`src/rtl/mvseq_pkg.sv`:
```
package mvseq_pkg;
    typedef enum logic [1:0] {
        MV_IDLE = 2'd0,
        MV_RUN  = 2'd1,
        MV_DONE = 2'd2
    } mv_state_e;
endpackage

```
`src/rtl/mvseq_skip.sv`:
```
module mvseq_skip #(
    parameter int MAX_VL = 16,
    localparam int CW = $clog2(MAX_VL) + 1
) (
    input  logic [CW-1:0]     cur,
    input  logic [CW-1:0]     vl,
    input  logic [MAX_VL-1:0] mask,
    input  logic              skip_en,
    output logic [CW-1:0]     nxt,
    output logic              at_end
);
    // Lowest enabled position at or above cur; vl when none remains.
    always_comb begin
        nxt = cur;
        if (skip_en) begin
            nxt = vl;
            for (int k = MAX_VL - 1; k >= 0; k--) begin
                if (CW'(k) >= cur && CW'(k) < vl && mask[k])
                    nxt = CW'(k);
            end
        end
        at_end = (nxt >= vl);
    end
endmodule

```
`src/rtl/mvseq_zero.sv`:
```
module mvseq_zero (
    input  logic src_bit,
    input  logic dst_bit,
    input  logic src_zen,
    input  logic dst_zen,
    output logic force_zero
);
    always_comb force_zero = (src_zen && !src_bit) || (dst_zen && !dst_bit);
endmodule

```
`src/rtl/mvseq_top.sv`:
```
module mvseq_top #(
    parameter int MAX_VL = 16,
    localparam int IW = $clog2(MAX_VL),
    localparam int CW = IW + 1
) (
    input  logic              clk,
    input  logic              rst_n,
    input  logic              start,
    input  logic [CW-1:0]     vl,
    input  logic              src_vec,
    input  logic              dst_vec,
    input  logic [MAX_VL-1:0] src_mask,
    input  logic [MAX_VL-1:0] dst_mask,
    input  logic              src_zero,
    input  logic              dst_zero,
    output logic [IW-1:0]     src_idx,
    output logic [IW-1:0]     dst_idx,
    output logic              wr_en,
    output logic              zero_data,
    output logic              done
);
    import mvseq_pkg::*;

    mv_state_e         state, state_nx;
    logic [CW-1:0]     vl_q, si_q, di_q;
    logic [MAX_VL-1:0] smask_q, dmask_q;
    logic              svec_q, dvec_q, sz_q, dz_q;

    logic [CW-1:0] s_nxt, d_nxt;
    logic          s_end, d_end, fin, xfer, fz;

    mvseq_skip #(.MAX_VL(MAX_VL)) u_src_skip (
        .cur(si_q), .vl(vl_q), .mask(smask_q),
        .skip_en(svec_q && !sz_q), .nxt(s_nxt), .at_end(s_end)
    );

    mvseq_skip #(.MAX_VL(MAX_VL)) u_dst_skip (
        .cur(di_q), .vl(vl_q), .mask(dmask_q),
        .skip_en(dvec_q && !dz_q), .nxt(d_nxt), .at_end(d_end)
    );

    mvseq_zero u_zero (
        .src_bit(smask_q[s_nxt[IW-1:0]]), .dst_bit(dmask_q[d_nxt[IW-1:0]]),
        .src_zen(svec_q && sz_q), .dst_zen(dvec_q && dz_q),
        .force_zero(fz)
    );

    assign fin  = s_end || d_end;
    assign xfer = (state == MV_RUN) && !fin;

    // Next-state logic
    always_comb begin
        state_nx = state;
        unique case (state)
            MV_IDLE: if (start) state_nx = MV_RUN;
            MV_RUN:  if (fin || !dvec_q) state_nx = MV_DONE;
            MV_DONE: state_nx = MV_IDLE;
            default: state_nx = MV_IDLE;
        endcase
    end

    // State register
    always_ff @(posedge clk or negedge rst_n) begin
        if (!rst_n) state <= MV_IDLE;
        else        state <= state_nx;
    end

    // Captured configuration and running indices
    always_ff @(posedge clk or negedge rst_n) begin
        if (!rst_n) begin
            vl_q <= '0; si_q <= '0; di_q <= '0;
            smask_q <= '0; dmask_q <= '0;
            svec_q <= 1'b0; dvec_q <= 1'b0; sz_q <= 1'b0; dz_q <= 1'b0;
        end else if (state == MV_IDLE && start) begin
            vl_q <= vl; si_q <= '0; di_q <= '0;
            smask_q <= src_mask; dmask_q <= dst_mask;
            svec_q <= src_vec; dvec_q <= dst_vec;
            sz_q <= src_zero; dz_q <= dst_zero;
        end else if (xfer) begin
            si_q <= svec_q ? s_nxt + CW'(1) : '0;
            di_q <= d_nxt + CW'(1);
        end
    end

    // Outputs
    always_comb begin
        wr_en     = xfer;
        zero_data = xfer && fz;
        src_idx   = xfer ? s_nxt[IW-1:0] : '0;
        dst_idx   = xfer ? d_nxt[IW-1:0] : '0;
        done      = (state == MV_DONE);
    end

    assert_bounds_R7: assert property (@(posedge clk) disable iff (!rst_n)
        wr_en |-> (CW'(src_idx) < vl_q && CW'(dst_idx) < vl_q));
    assert_src_masked_R2: assert property (@(posedge clk) disable iff (!rst_n)
        (wr_en && svec_q && !sz_q) |-> smask_q[src_idx]);
    assert_dst_masked_R3: assert property (@(posedge clk) disable iff (!rst_n)
        (wr_en && dvec_q && !dz_q) |-> dmask_q[dst_idx]);
    assert_scalar_src_R8: assert property (@(posedge clk) disable iff (!rst_n)
        (wr_en && !svec_q) |-> (src_idx == '0));
    assert_dst_advance_R11: assert property (@(posedge clk) disable iff (!rst_n)
        (wr_en && $past(wr_en)) |-> (dst_idx > $past(dst_idx)));
    assert_zero_needs_flag_R6: assert property (@(posedge clk) disable iff (!rst_n)
        zero_data |-> (wr_en && (sz_q || dz_q)));
    assert_done_pulse_R12: assert property (@(posedge clk) disable iff (!rst_n)
        done |=> !done);
    assert_done_excl_R12: assert property (@(posedge clk) disable iff (!rst_n)
        !(done && wr_en));
    assert_scalar_dst_R9: assert property (@(posedge clk) disable iff (!rst_n)
        (wr_en && !dvec_q) |=> done);
endmodule

```
`config.mk`:
```
export PLATFORM = sky130hd
export DESIGN_NAME = mvseq_top
export DESIGN_NICKNAME = d
export VERILOG_FILES = /design/src/rtl/mvseq_pkg.sv /design/src/rtl/mvseq_skip.sv /design/src/rtl/mvseq_zero.sv /design/src/rtl/mvseq_top.sv
export SDC_FILE = /design/constraint.sdc
export NUM_CORES = 1
export LEC_CHECK = 0
export BUFFER_PORTS_ARGS = -buffer_cell sky130_fd_sc_hd__clkbuf_2
export CAP_MARGIN = 20
export CORE_UTILIZATION = 55
export DETAILED_ROUTE_END_ITERATION = 7
export PLACE_DENSITY = 0.78
export SKIP_LAST_GASP = 1
export SYNTH_ARGS = -nofsm -noshare
export SYNTH_HDL_FRONTEND = slang
export SYNTH_SLANG_ARGS = --single-unit
```
`constraint.sdc`:
```
create_clock -name clk -period 6.55 [get_ports clk]
set_input_delay 1.965 -clock clk [delete_from_list [all_inputs] [get_ports clk]]
set_output_delay 1.965 -clock clk [all_outputs]
set_load 0.03 [all_outputs]
```
Yosys cells after proc, flatten, opt, wreduce, memory -nomap -nowiden:

Cells that the tools add are included.
Widths: inputs -> output; s select.

* $add $sub $neg: 2
* magnitude comparators: 52
* equality and inequality tests: 4
* mux-type cells: 48
* reduce and logical (&&, ||, !) cells: 85

Operator list (number)
* $mux 5: 39
* $ge 4x5->1 const A: 16
* $logic_and 1x1->1: 73
* $ge 3x5->1 const A: 8
* $lt 4x5->1 const A: 8
* $ge 1x5->1 const A: 4
* $ge 2x5->1 const A: 4
* $lt 3x5->1 const A: 4
* $add 5x1->5 const B: 2
* $ge 5x5->1: 2
* $lt 1x5->1 const A: 2
* $lt 2x5->1 const A: 2
* $lt 4x5->1 const B: 2
* $bmux 1 s4: 2
* $mux 4: 2
* $logic_not 1->1: 6
* $mux 2: 2
* $pmux 2 s2: 1
* $logic_or 1x1->1: 3
* $eq 2x1->1 const B: 1
* $eq 2x2->1 const B: 1
* $logic_not 2->1: 1
* $mux 1: 2
* $ne 2x1->1 const B: 1
* other kinds (3): 3

* register bits after elaboration: 53
* bits of input ports: 44
* output and inout bits: 11
* logic and storage cells: 201

Depth between registers and ports, before layout:

* word-level depth: 26
* depth in mapped cells: 20
* depth with buffers taken out: 17

By module:

A second synthesis with hierarchy kept.

* cells, all modules: 430
* area, all modules: 4082.7 µm²

By module, submodules not included
* mvseq_top: instances 1, cells each 177, area each 2458.6 µm², seq. area each 1326.3 µm²
* mvseq_skip: instances 2, cells each 125, area each 802.0 µm², seq. area each 0.0 µm²
* mvseq_zero: instances 1, cells each 3, area each 20.0 µm², seq. area each 0.0 µm²

Worst setup path before layout:

No wires, ideal clock.

* kind: reg2out
* start point: register vl_q[4]
* end point: output zero_data
* arrival: 4.106 ns
* required time: 4.585 ns
* setup slack: 0.479 ns
* stages on the path, launching flop included: 19
* path buffers: 3
* cells stage by stage: dfrtp_1 -> buf_4 -> or3_1 -> a32oi_1 -> nor2_1 -> or3_1 -> o21bai_1 -> buf_2 -> ha_1 -> nand2b_1 -> a21o_1 -> a21oi_1 -> nor2b_1 -> a211o_1 -> inv_1 -> clkbuf_1 -> o2111ai_1 -> a211oi_1 -> a311o_1

* elaborated cells between the ends (all ways): 129
* classes of those cells: order compare: 18; mux: 38; reduce/logical: 73

RTL lines
* start, declared: RTL line mvseq_top.sv:25 `logic [CW-1:0] vl_q, si_q, di_q;`
* start signal, assigned: RTL line mvseq_top.sv:71 `vl_q <= '0; si_q <= '0; di_q <= '0;`
* start signal, assigned: RTL line mvseq_top.sv:75 `vl_q <= vl; si_q <= '0; di_q <= '0;`
* $lt 4x5->1: RTL line mvseq_skip.sv:18 `if (CW'(k) >= cur && CW'(k) < vl && mask[k])`
* $logic_and 1x1->1 (2 in series): RTL line mvseq_skip.sv:18
* $mux 5 (16 in series): RTL line mvseq_skip.sv:18
* $mux 5: RTL line mvseq_skip.sv:15 `if (skip_en) begin`
* $ge 5x5->1: RTL line mvseq_skip.sv:22 `at_end = (nxt >= vl);`
* $logic_or 1x1->1 (*): RTL line mvseq_top.sv:48 `assign fin = s_end || d_end;`
* $logic_not 1->1 (*): RTL line mvseq_top.sv:49 `assign xfer = (state == MV_RUN) && !fin;`
* $logic_and 1x1->1 (*): RTL line mvseq_top.sv:49
* net wr_en: RTL line mvseq_top.sv:18 `output logic wr_en,`
* $logic_and 1x1->1 (*): RTL line mvseq_top.sv:88 `zero_data = xfer && fz;`
* end, declared: RTL line mvseq_top.sv:19 `output logic zero_data,`

The timed path passes the listed nets; every way through them passes the cells marked *. The select of a mux whose other input is x is not followed.

Worst setup path in the final report:

* start point: register vl_q[1]
* end point: output zero_data

* word-level cells in the longest chain between the ends: 26
* elaborated cells between the ends (all ways): 129
* classes of those cells: order compare: 18; mux: 38; reduce/logical: 73

RTL lines
* $lt 4x5->1: RTL line mvseq_skip.sv:18
* $logic_and 1x1->1 (2 in series): RTL line mvseq_skip.sv:18
* $mux 5 (16 in series): RTL line mvseq_skip.sv:18
* $mux 5: RTL line mvseq_skip.sv:15
* $bmux 1 s4: RTL line mvseq_top.sv:43 `.src_bit(smask_q[s_nxt[IW-1:0]]), .dst_bit(dmask_q[d_nxt[IW-1:0]]),`
* $mux 1 (not written as such): RTL line mvseq_top.sv:43
* $logic_not 1->1: RTL line mvseq_zero.sv:8 `always_comb force_zero = (src_zen && !src_bit) || (dst_zen && !dst_bit);`
* $logic_and 1x1->1: RTL line mvseq_zero.sv:8
* $logic_or 1x1->1: RTL line mvseq_zero.sv:8
* $logic_and 1x1->1 (*): RTL line mvseq_top.sv:88

Every way passes the cells marked *; elsewhere a longest branch is shown, timed or not. The select of a mux whose other input is x is not followed.

==> metrics <==
# diodes=0; DIE WIDTH=about 90 um; max incr delay on CP=approximately 0.57 ns; top-count cell post-synth=nand2_1; drt pass-1 iters=5; most frequent CP cell=a21oi_1; I/O Buffers=54; # setup viols final=0; hold crit path type=flip-flop to flip-flop; Max Slew Vio Count=0; Worst EP required=4.59 ns; Hold Path Cell Cnt=2; vias=4331; CTS tree=done; Longest Clk Path Bufs=2; Hold Vio Cnt, Final=0; Root Driver=clkbuf_8; Slew @ Worst Pin=0.970 ns; top cells by area, synth=dfrtp_1 31%, nand2_1 12%, nand3_1 4.1%; Die Y=roughly 90 um; Final TNS setup=0 ns; GP Congestion=1.05; I/O pin count=55; Hold Crit Start=dz_q; Mapped Cells=542; core area=0.00737 mm2; share of layout cells above drive strength 1=23.2%; Mapped Nets=about 600; global route total overflow=0; slowest CP cell=dfrtp_4; sequential area share after synthesis=31.2%; post-layout instance area=0.00486 mm2; worst setup margin=between 0.1 and 0.15 ns; initial antenna violation count=0; vias per inst=~6.2; final period utilization=between 90 and 100%; multi-input logic area=0.00277 mm2; Fin Hold WS=0.540 ns; CP Buf/Inv Count=2; # clock sinks=53; max-cap check violation count=0; skew final=0.0114 ns; largest fanout on the critical path=18; Post-layout nets=650; Layout area overhead=14.2%; Synth Register Bits=53; Top delay family on crit path=compound AO/OA/AOI/OAI gates; r2r setup slk=around 2.8 ns; post-layout minimum cycle time=6.41 ns; worst r2r dst=si_q[2]; Worst VDD drop=0.358 mV; starting density of the core=57.7%; DR WL/cell=19.1 um; CTS Buf Count=5; P_leak=2.28 nW; Worst Setup Start Kind=flip-flop; Fillers=~660; gr usage total=32.8%; WL final=~13 mm; Residual DRC=0; synth warn=0; Clk pin slew, worst setup/hold paths=0.11 ns; die area=0.00809 mm2; largest net degree at the start of global routing=54; FF/Latch Area=approximately 0.0013 mm2; Place WS=around 0.23 ns; Cell Pwr Density=589 mW/mm2; async set-or-reset flop fraction in the synthesized netlist=100%; dominant cell type by area after synthesis=dfrtp_1; slew margin rel.=between 30% and 40%; Routed Antenna Nets=0; Overall Power=around 2.9 mW; clock latency on the worst-skew pair=around 0.32 ns; hpwl dp=9.75 mm; Register-to-Register Path Depth=17; number of synthesized flops with an enable pin=0; status=complete, no violations; Area after DPL=0.00458 mm2; arrival time worst endpoint=4.45 ns; crit end category=output port; row cnt=31; crit path kind=flip-flop to output port; Mapped Avg Cell Area=7.85 um2; number of H-tree levels=2; fmax=156 MHz; first-pass GRT wire length=20.7 mm; Top FF cell, synth=dfrtp_1; vias in the first global route=between 3000 and 4000; Worst Hold Path EP=dz_q; post-synthesis cell type count=slightly above 80; Synth Cell Area=~0.0043 mm2; Yosys top cell area share=31.2%; initial drt markers=441; RR Startpoint=vl_q[1]; critical-path cell list=a41oi_2, o32ai_1, nand3_1, a21oi_1, o21ai_0, a21oi_1, ha_1, nand2b_1, a21o_1, a21o_1, a21oi_1, nor2b_1, a211o_1, inv_1, nand2_1, a2111oi_1, a311o_1, clkbuf_2; CTS Hold Buffers Added=0; Post-synth top cells=141 x nand2_1, 53 x dfrtp_1, 39 x nor2_1, 35 x nand3_1, 24 x o21ai_0
[area by class of cell]
| type | count | area share [%] |
|---|---|---|
| multi-input cells | 438 | 56.9 |
| flip-flops and latches | 53 | 27.6 |
| repair buffers | 80 | 9.58 |
| well taps | 99 | 2.55 |
| clock buffers | 6 | 1.70 |
| inverters | 16 | 1.29 |
| clock inverters | 2 | 0.361 |
[kinds of logic (layout without fill, tap and decap cells)]
| group | Yosys count | in the layout | share of synthesized area [%] |
|---|---|---|---|
| multiplexers | 10 | 10 | 2.94 |
| flip-flops | 53 | 53 | 31.2 |
| AND/OR/NAND/NOR | 289 | 289 | 32.8 |
| buffers and inverters | 51 | 104 | 5.67 |
| AO/OA/AOI/OAI | 121 | 121 | 22.6 |
| XOR/XNOR | 6 | 6 | 1.23 |
| adder cells (fa/ha/maj) | 12 | 12 | 3.53 |
[power breakdown]
part	switching (mW)	leakage, nW	total, mW	internal, mW
logic	1.12	1.58	1.90	0.785
registers	0.273	0.655	0.747	0.474
clock network	0.121	0.0518	0.210	0.0882
[layout by cell type (no fill, tap or decap), types with 4 or more instances in the layout]
master,n
nand2_1,141
clkbuf_2,54
dfrtp_1,43
nor2_1,37
nand3_1,35
buf_4,26
o21ai_0,24
inv_1,15
a21oi_1,15
ha_1,12
nand2b_1,11
nor2b_1,9
dfrtp_2,9
mux2i_1,8
nand4_1,7
a21o_1,6
and2_1,6
clkbuf_8,6
nand3b_1,5
o21a_1,5
or3_1,5
nor3_1,5
xnor2_1,4
[state kept, by name, summed over array words and instances, names as in the netlist]
register / cells
dz_q: 1
svec_q: 1
sz_q: 1
dvec_q: 1
di_q: 5
smask_q: 16
si_q: 5
state: 2
dmask_q: 16
vl_q: 5
[worst max path at each step]
stage                     startpoint        end  slack, ns  cells past startpoint
after floorplan              vl_q[4]  zero_data       0.48                     18
after global placement       vl_q[1]  zero_data       0.34                     19
after detailed placement     vl_q[4]  zero_data       0.23                     19
after CTS                    di_q[1]  zero_data      0.001                     19
after global routing         vl_q[1]  zero_data      -0.05                     19
final                        vl_q[1]  zero_data       0.14                     18
[stage by stage]
stage | utilization [%] | cells
final | 65.9 | 694
after global routing | 65.9 | 694
after CTS | 63.7 | 683
after detailed placement | 62.2 | 675
after global placement | 62.2 | 675
after floorplan | - | 542
[layer usage]
layer  up-vias  GRT usage, %  wire, um
li1       2030             -         -
met1      2016          48.9      5920
met2       243          47.2      5660
met3        42          4.15      1120
met4         0          15.3       536
met5         -             0         0
[timing repair]
item / in CTS / in global routing
resized for setup: 7 / 20
pin swaps: 0 / 1
gates cloned: 0 / 0
setup buffers: 0 / 11
endpoints found under the setup margin: 1 / 1
[tightest hold or removal path, stage by stage, from the launching register on]
cell and delay, ns:
dfrtp_1 0.39, nand2_1 0.07, nand2_1 0.06
Note: power is estimated with default switching activity, not from simulation.
